[src/rtl/rtc_pkg.sv]
package rtc_pkg;
  localparam int REG_W    = 8;
  localparam int NUM_REGS = 8;
  localparam int BUS_W    = REG_W * NUM_REGS;

  // byte positions on the load and snapshot buses
  localparam int IDX_HUND = 0;
  localparam int IDX_SEC  = 1;
  localparam int IDX_MIN  = 2;
  localparam int IDX_HOUR = 3;
  localparam int IDX_DAY  = 4;
  localparam int IDX_DATE = 5;
  localparam int IDX_MON  = 6;
  localparam int IDX_YEAR = 7;

  localparam int DAY_STOP_BIT  = 5;
  localparam int DAY_IGNRE_BIT = 4;

  localparam logic [REG_W-1:0] DAY_RST  = 8'h21;
  localparam logic [REG_W-1:0] ONE_BCD  = 8'h01;

  // writable bits of each byte; the rest always read as zero
  function automatic logic [REG_W-1:0] reg_mask(input int idx);
    case (idx)
      IDX_SEC, IDX_MIN: return 8'h7F;
      IDX_HOUR:         return 8'hBF;
      IDX_DAY:          return 8'h37;
      IDX_DATE:         return 8'h3F;
      IDX_MON:          return 8'h1F;
      default:          return 8'hFF;
    endcase
  endfunction

  function automatic logic [BUS_W-1:0] bus_mask();
    logic [BUS_W-1:0] m;
    for (int i = 0; i < NUM_REGS; i++) m[i*REG_W +: REG_W] = reg_mask(i);
    return m;
  endfunction

  // last value before wrap for the plain modulo counters
  function automatic logic [REG_W-1:0] wrap_of(input int idx);
    case (idx)
      IDX_SEC, IDX_MIN: return 8'h59;
      default:          return 8'h99;
    endcase
  endfunction

  function automatic logic [REG_W-1:0] bcd_inc(input logic [REG_W-1:0] v);
    if (v[3:0] == 4'd9) return {v[7:4] + 4'd1, 4'd0};
    return {v[7:4], v[3:0] + 4'd1};
  endfunction

  // 10 mod 4 == 2, so value mod 4 = (2*tens[0] + units) mod 4
  function automatic logic is_leap(input logic [REG_W-1:0] yr);
    logic [1:0] r;
    r = yr[1:0] + {yr[4], 1'b0};
    return (r == 2'd0);
  endfunction

  function automatic logic [REG_W-1:0] month_last(input logic [REG_W-1:0] mon,
                                                  input logic leap);
    case (mon)
      8'h02:                      return leap ? 8'h29 : 8'h28;
      8'h04, 8'h06, 8'h09, 8'h11: return 8'h30;
      default:                    return 8'h31;
    endcase
  endfunction
endpackage

[src/rtl/rtc_bcd_ctr.sv]
module rtc_bcd_ctr #(
  parameter int               W       = rtc_pkg::REG_W,
  parameter logic [W-1:0]     WRAP    = 8'h99,
  parameter logic [W-1:0]     RST_VAL = '0
) (
  input  logic         clk,
  input  logic         rst,
  input  logic         inc,
  input  logic         load,
  input  logic [W-1:0] load_val,
  output logic [W-1:0] q,
  output logic         at_wrap
);
  assign at_wrap = (q == WRAP);

  always_ff @(posedge clk) begin
    if (rst)       q <= RST_VAL;
    else if (load) q <= load_val;
    else if (inc)  q <= at_wrap ? '0 : rtc_pkg::bcd_inc(q);
  end
endmodule

[src/rtl/rtc_hour_unit.sv]
module rtc_hour_unit #(
  parameter int W = rtc_pkg::REG_W
) (
  input  logic         clk,
  input  logic         rst,
  input  logic         inc,
  input  logic         load,
  input  logic [W-1:0] load_val,
  output logic [W-1:0] q,
  output logic         day_step
);
  logic [W-1:0] nxt;
  logic         wrap_day;
  logic         mode12;

  assign mode12 = q[7];

  always_comb begin
    nxt      = q;
    wrap_day = 1'b0;
    if (mode12) begin
      if (q[4:0] == 5'h12) begin
        nxt = {q[7], 1'b0, q[5], 5'h01};
      end else if (q[4:0] == 5'h11) begin
        nxt      = {q[7], 1'b0, ~q[5], 5'h12};
        wrap_day = q[5];
      end else if (q[3:0] == 4'd9) begin
        nxt = {q[7], 1'b0, q[5], 5'h10};
      end else begin
        nxt = {q[7], 1'b0, q[5:4], q[3:0] + 4'd1};
      end
    end else begin
      if (q[5:0] == 6'h23) begin
        nxt      = {q[7], 7'h00};
        wrap_day = 1'b1;
      end else if (q[3:0] == 4'd9) begin
        nxt = {q[7], 1'b0, q[5:4] + 2'd1, 4'd0};
      end else begin
        nxt = {q[7], 1'b0, q[5:4], q[3:0] + 4'd1};
      end
    end
  end

  assign day_step = inc & wrap_day;

  always_ff @(posedge clk) begin
    if (rst)       q <= '0;
    else if (load) q <= load_val;
    else if (inc)  q <= nxt;
  end
endmodule

[src/rtl/rtc_cal_unit.sv]
module rtc_cal_unit #(
  parameter int W = rtc_pkg::REG_W
) (
  input  logic         clk,
  input  logic         rst,
  input  logic         inc,
  input  logic         load,
  input  logic [W-1:0] ld_day,
  input  logic [W-1:0] ld_date,
  input  logic [W-1:0] ld_mon,
  input  logic [W-1:0] year_q,
  output logic [W-1:0] day_q,
  output logic [W-1:0] date_q,
  output logic [W-1:0] mon_q,
  output logic         year_step
);
  import rtc_pkg::*;

  logic [W-1:0] last_date;
  logic         month_end;
  logic         year_end;
  logic [2:0]   dow_nxt;

  assign last_date = month_last(mon_q, is_leap(year_q));
  assign month_end = (date_q == last_date);
  assign year_end  = month_end & (mon_q == 8'h12);
  assign year_step = inc & year_end;
  assign dow_nxt   = (day_q[2:0] == 3'd7) ? 3'd1 : day_q[2:0] + 3'd1;

  always_ff @(posedge clk) begin
    if (rst) begin
      day_q  <= DAY_RST;
      date_q <= ONE_BCD;
      mon_q  <= ONE_BCD;
    end else if (load) begin
      day_q  <= ld_day;
      date_q <= ld_date;
      mon_q  <= ld_mon;
    end else if (inc) begin
      day_q <= {day_q[7:3], dow_nxt};
      if (month_end) begin
        date_q <= ONE_BCD;
        mon_q  <= (mon_q == 8'h12) ? ONE_BCD : bcd_inc(mon_q);
      end else begin
        date_q <= bcd_inc(date_q);
      end
    end
  end
endmodule

[src/rtl/bcd_rtc_core.sv]
module bcd_rtc_core
  import rtc_pkg::*;
(
  input  logic             clk,
  input  logic             rst,
  input  logic             tick_en,
  input  logic             ld_en,
  input  logic [BUS_W-1:0] ld_data,
  output logic [BUS_W-1:0] snap_q,
  output logic             osc_off,
  output logic             rst_ignore
);
  localparam int N_FAST = 3; // hundredths, seconds, minutes

  logic [REG_W-1:0] ld_b  [NUM_REGS];
  logic [REG_W-1:0] reg_q [NUM_REGS];
  logic [N_FAST:0]  step;
  logic             hour_carry;
  logic             year_carry;

  genvar gi;
  generate
    for (gi = 0; gi < NUM_REGS; gi++) begin : g_ld
      assign ld_b[gi] = ld_data[gi*REG_W +: REG_W] & reg_mask(gi);
      assign snap_q[gi*REG_W +: REG_W] = reg_q[gi];
    end
  endgenerate

  assign step[0] = tick_en & ~ld_en & ~reg_q[IDX_DAY][DAY_STOP_BIT];

  generate
    for (gi = 0; gi < N_FAST; gi++) begin : g_fast
      logic wrap_i;
      rtc_bcd_ctr #(.W(REG_W), .WRAP(wrap_of(gi))) u_ctr (
        .clk      (clk),
        .rst      (rst),
        .inc      (step[gi]),
        .load     (ld_en),
        .load_val (ld_b[gi]),
        .q        (reg_q[gi]),
        .at_wrap  (wrap_i)
      );
      assign step[gi+1] = step[gi] & wrap_i;
    end
  endgenerate

  rtc_hour_unit #(.W(REG_W)) u_hour (
    .clk      (clk),
    .rst      (rst),
    .inc      (step[N_FAST]),
    .load     (ld_en),
    .load_val (ld_b[IDX_HOUR]),
    .q        (reg_q[IDX_HOUR]),
    .day_step (hour_carry)
  );

  rtc_cal_unit #(.W(REG_W)) u_cal (
    .clk       (clk),
    .rst       (rst),
    .inc       (hour_carry),
    .load      (ld_en),
    .ld_day    (ld_b[IDX_DAY]),
    .ld_date   (ld_b[IDX_DATE]),
    .ld_mon    (ld_b[IDX_MON]),
    .year_q    (reg_q[IDX_YEAR]),
    .day_q     (reg_q[IDX_DAY]),
    .date_q    (reg_q[IDX_DATE]),
    .mon_q     (reg_q[IDX_MON]),
    .year_step (year_carry)
  );

  logic year_wrap_unused;
  rtc_bcd_ctr #(.W(REG_W), .WRAP(8'h99)) u_year (
    .clk      (clk),
    .rst      (rst),
    .inc      (year_carry),
    .load     (ld_en),
    .load_val (ld_b[IDX_YEAR]),
    .q        (reg_q[IDX_YEAR]),
    .at_wrap  (year_wrap_unused)
  );

  assign osc_off    = reg_q[IDX_DAY][DAY_STOP_BIT];
  assign rst_ignore = reg_q[IDX_DAY][DAY_IGNRE_BIT];
endmodule

[config.mk]
export PLATFORM = sky130hd
export DESIGN_NAME = bcd_rtc_core
export DESIGN_NICKNAME = d
export VERILOG_FILES = /design/src/rtl/rtc_pkg.sv /design/src/rtl/rtc_bcd_ctr.sv /design/src/rtl/rtc_hour_unit.sv /design/src/rtl/rtc_cal_unit.sv /design/src/rtl/bcd_rtc_core.sv
export SDC_FILE = /design/constraint.sdc
export NUM_CORES = 1
export LEC_CHECK = 0
export ABC_CLOCK_PERIOD_IN_PS = 2800
export BUFFER_PORTS_ARGS = -buffer_cell sky130_fd_sc_hd__clkbuf_2
export CORE_UTILIZATION = 30
export DETAILED_ROUTE_END_ITERATION = 16
export HOLD_SLACK_MARGIN = 0.15
export PLACE_DENSITY = 0.6
export REMOVE_ABC_BUFFERS = 1
export SLEW_MARGIN = 20
export SYNTH_ARGS = -nofsm -noshare
export SYNTH_HDL_FRONTEND = slang
export SYNTH_SLANG_ARGS = --single-unit
[constraint.sdc]
create_clock -name clk -period 2.8 [get_ports clk]
set_clock_uncertainty 0.1 [all_clocks]
set_input_delay 0.56 -clock clk [delete_from_list [all_inputs] [get_ports clk]]
set_output_delay 0.56 -clock clk [all_outputs]
set_load 0.02 [all_outputs]
==> impl_results.md <==
* Status: finished, final reports clean
* Dpl cell area at between 4000 and 5000 um2
* Row cnt at 42
* Clk_lat worst skew at between 0.3 and 0.4 ns
* Post-route setup slack at approximately 0.23 ns
* CP max FO at 6
* Yosys top cell by area: dfxtp_1
* Fin Hold WS at about 0.33 ns
* PwrDens at roughly 480 nW/um2
* Critical Path Start: u_cal.mon_q[5]
* First-pass GRT wire length at 19.7 mm
* CP Class: reg2reg
* Peak supply drop at 309 uV
* Die area at about 14000 um2
* Routed WL at roughly 12 mm
* Reg-to-Reg End: u_year.q[4]
* Total design power at 2.45 mW
* Max Cap Viol at 0
* Largest buffer count on any clock path at 2
* Die width at between 100 and 150 um
* Die Height at between 100 and 150 um
* Worst min path class: in2reg
* Top Ports at 134
* CTS tree: built
* Synth top cells by count: nor2_1 (63), dfxtp_1 (60), nand2_1 (38)
* DRC viols at 0
* Post-Syn Area at slightly above 4000 um2
* Period utilisation layout at between 90% and 100%
* Wirelength per Cell at ~15 um
* Largest net degree at the start of global routing at 35
* Crit path DAT at 2.68 ns
* Synth unique cells at 75
* Worst hold endpoint: u_cal.day_q[5]
* Syn Inst Count at about 500
* Post-Place Cells at 800
* Peak Freq at just under 400 MHz
* Core area at approximately 13000 um2
* # fillers at ~1.4k
* Diodes inserted at 0
* Final setup fails at 0
* Yosys top cell area share at between 20% and 30%
* Fin area at 5150 um2
* Storage cell area at 1200 um2
* First-pass iteration count of the detailed router at 5
* Hold depth at 2
* Post-synth EDFFs at 0
* CTS H-tree lvls at 3
* Routed via count at ~4.2k
* Register area share after synthesis at between 20 and 30%
* Max-slew violations at 0
* # port buffers at between 100 and 150
* Hold Buf Count CTS at 0
* Proportion of layout cells with a drive suffix above 1 at between 20 and 30%
* Startpoint types: flop
* Yosys reg bits at 60
* Initial antenna violation count at 0
* CTS Sinks at 60
* Leakage power at between 2 and 2.5 nW
* GP Congestion at approximately 0.82
* Slew margin rel. at 49.6%
* RSZ-0062 raised after global routing: false
* Worst-Margin Slew at about 0.75 ns
* Reg2reg start: u_cal.mon_q[5]
* Worst r2r path cells at 8
* Setup bufs post-CTS at 0
* Number of global-route vias before repair at 3929
* Initial Util at between 30% and 40%
* Most frequent cell after synthesis: nor2_1
* Worst slack at placement at ~0.074 ns
* Root Buffer: clkbuf_16
* Post-Layout Cell Count at 815
* GR Overflow Total at 0
* GR Util All Layers at around 18%
* Number of nets in the layout at just over 700
* Synth area leaders: dfxtp_1 (30%), ha_1 (7.1%), nor2_1 (5.8%), a21oi_1 (3.7%), nand2_1 (3.5%)
* Routed Antenna Nets at 0
* Area Growth Syn to Fin at 27.1%
* Mean Syn Cell Area at ~7.9 um2
* Dominant synthesized flop cell: dfxtp_1
* Synth warn at 0
* Multi-input gate area at about 2600 um2
* Async SR Flop Fraction at 0%
* Final Hold Viols at 0
* DP HPWL at a little over 9 mm
* CP Data Required Time at just under 3 ns
* CP Capture Type: flop
* Initial drt markers at 237
* Reg clk slew, reported paths at roughly 0.05 ns
* Clock period minus worst slack at approximately 2.6 ns
* Worst R2R Setup Slack at 0.23 ns
* Hold path start: ld_data[37]
* Via/cell ratio at approximately 5.2
* Clock buffer count from CTS at 9
-- metrics by stage --
stage	utilization, %	setup TNS [ns]
6_report	39.1	0
5_1_grt	39.1	0
3_3_place_gp	37.0	0
2_1_floorplan	-	-0.0235
4_1_cts	39.0	0
3_5_place_dp	37.0	0
-- state kept, by name, indices dropped and copies added (netlist names) --
signal	cells
u_cal.date_q	8
g_fast.u_ctr.q	24
u_hour.q	7
u_year.q	8
u_cal.mon_q	8
u_cal.day_q	5
-- where the power goes --
part           switching [mW]  total [mW]  internal (mW)
clock                   0.398        1.04          0.639
sequential             0.0806       0.986          0.905
combinational           0.257       0.432          0.176
total                   0.735        2.45           1.72
-- cell type report --
cell class                 count  area share, %
clock inverter                 2          0.194
timing repair buffer         141           14.8
clock buffer                  13           5.05
inverter                      22           1.60
tap                          176           4.27
multi-input combinational    401           50.8
sequential                    60           23.3
-- worst max-delay path by stage --
stage,endpoint,slack (ns),cells after the start
global route,u_year.q[1],0.01,8
finish,u_year.q[4],0.23,8
detailed placement,u_cal.mon_q[4],0.07,9
global placement,u_cal.mon_q[4],0.12,9
CTS,u_year.q[4],0.1,9
floorplan,u_year.q[4],-0.02,7
-- worst max-delay path, cell delays in order, from the launching register on --
cell       delay (ns)
dfxtp_1          0.34
inv_1            0.09
ha_1             0.16
or3b_2           0.50
o2111ai_2        0.32
nand4_1          0.24
buf_4            0.21
o311ai_0         0.35
a31oi_1          0.13
-- metal layers --
metal  global-route usage [%]  vias up  wire (um)
met5                        0        -          0
met4                     8.73        0        316
met3                     3.62       17        605
met2                     27.9      116       5440
met1                     23.4     1967       5710
li1                         -     2148          -
-- cell usage in the layout, fill, tap and decap left out, drive strengths merged, types with 4 or more instances in the layout --
cell type / n
nor2b: 7
a221oi: 9
or3: 5
nor3b: 5
nand4: 13
inv: 22
buf: 23
dfxtp: 60
a211o: 4
a311oi: 6
nand3b: 8
mux2i: 6
nor4: 7
nand3: 25
clkbuf: 131
nor3: 23
ha: 23
a21oi: 31
a211oi: 14
nor2: 63
nand2: 39
and2: 4
o211ai: 5
xor2: 4
and3: 5
and4: 4
and3b: 5
a31oi: 8
conb: 4
nand2b: 5
o21ai: 21
-- kinds of logic after synthesis --
| group | share of synthesized area (%) |
|---|---|
| multiplexers | 1.48 |
| buffers and inverters | 6.27 |
| AND/OR/NAND/NOR | 32.6 |
| flip-flops | 29.6 |
| other | 0.0925 |
| XOR/XNOR | 1.51 |
| AO/OA/AOI/OAI | 21.3 |
| adder cells (fa/ha/maj) | 7.10 |
-- what timing repair did --
| item | CTS | global route |
|---|---|---|
| endpoints found under the hold margin | 0 | 0 |
| setup endpoints to repair | 0 | 8 |
| gates resized for setup | 0 | 2 |
No activity file was read; power rests on OpenSTA's default activity.
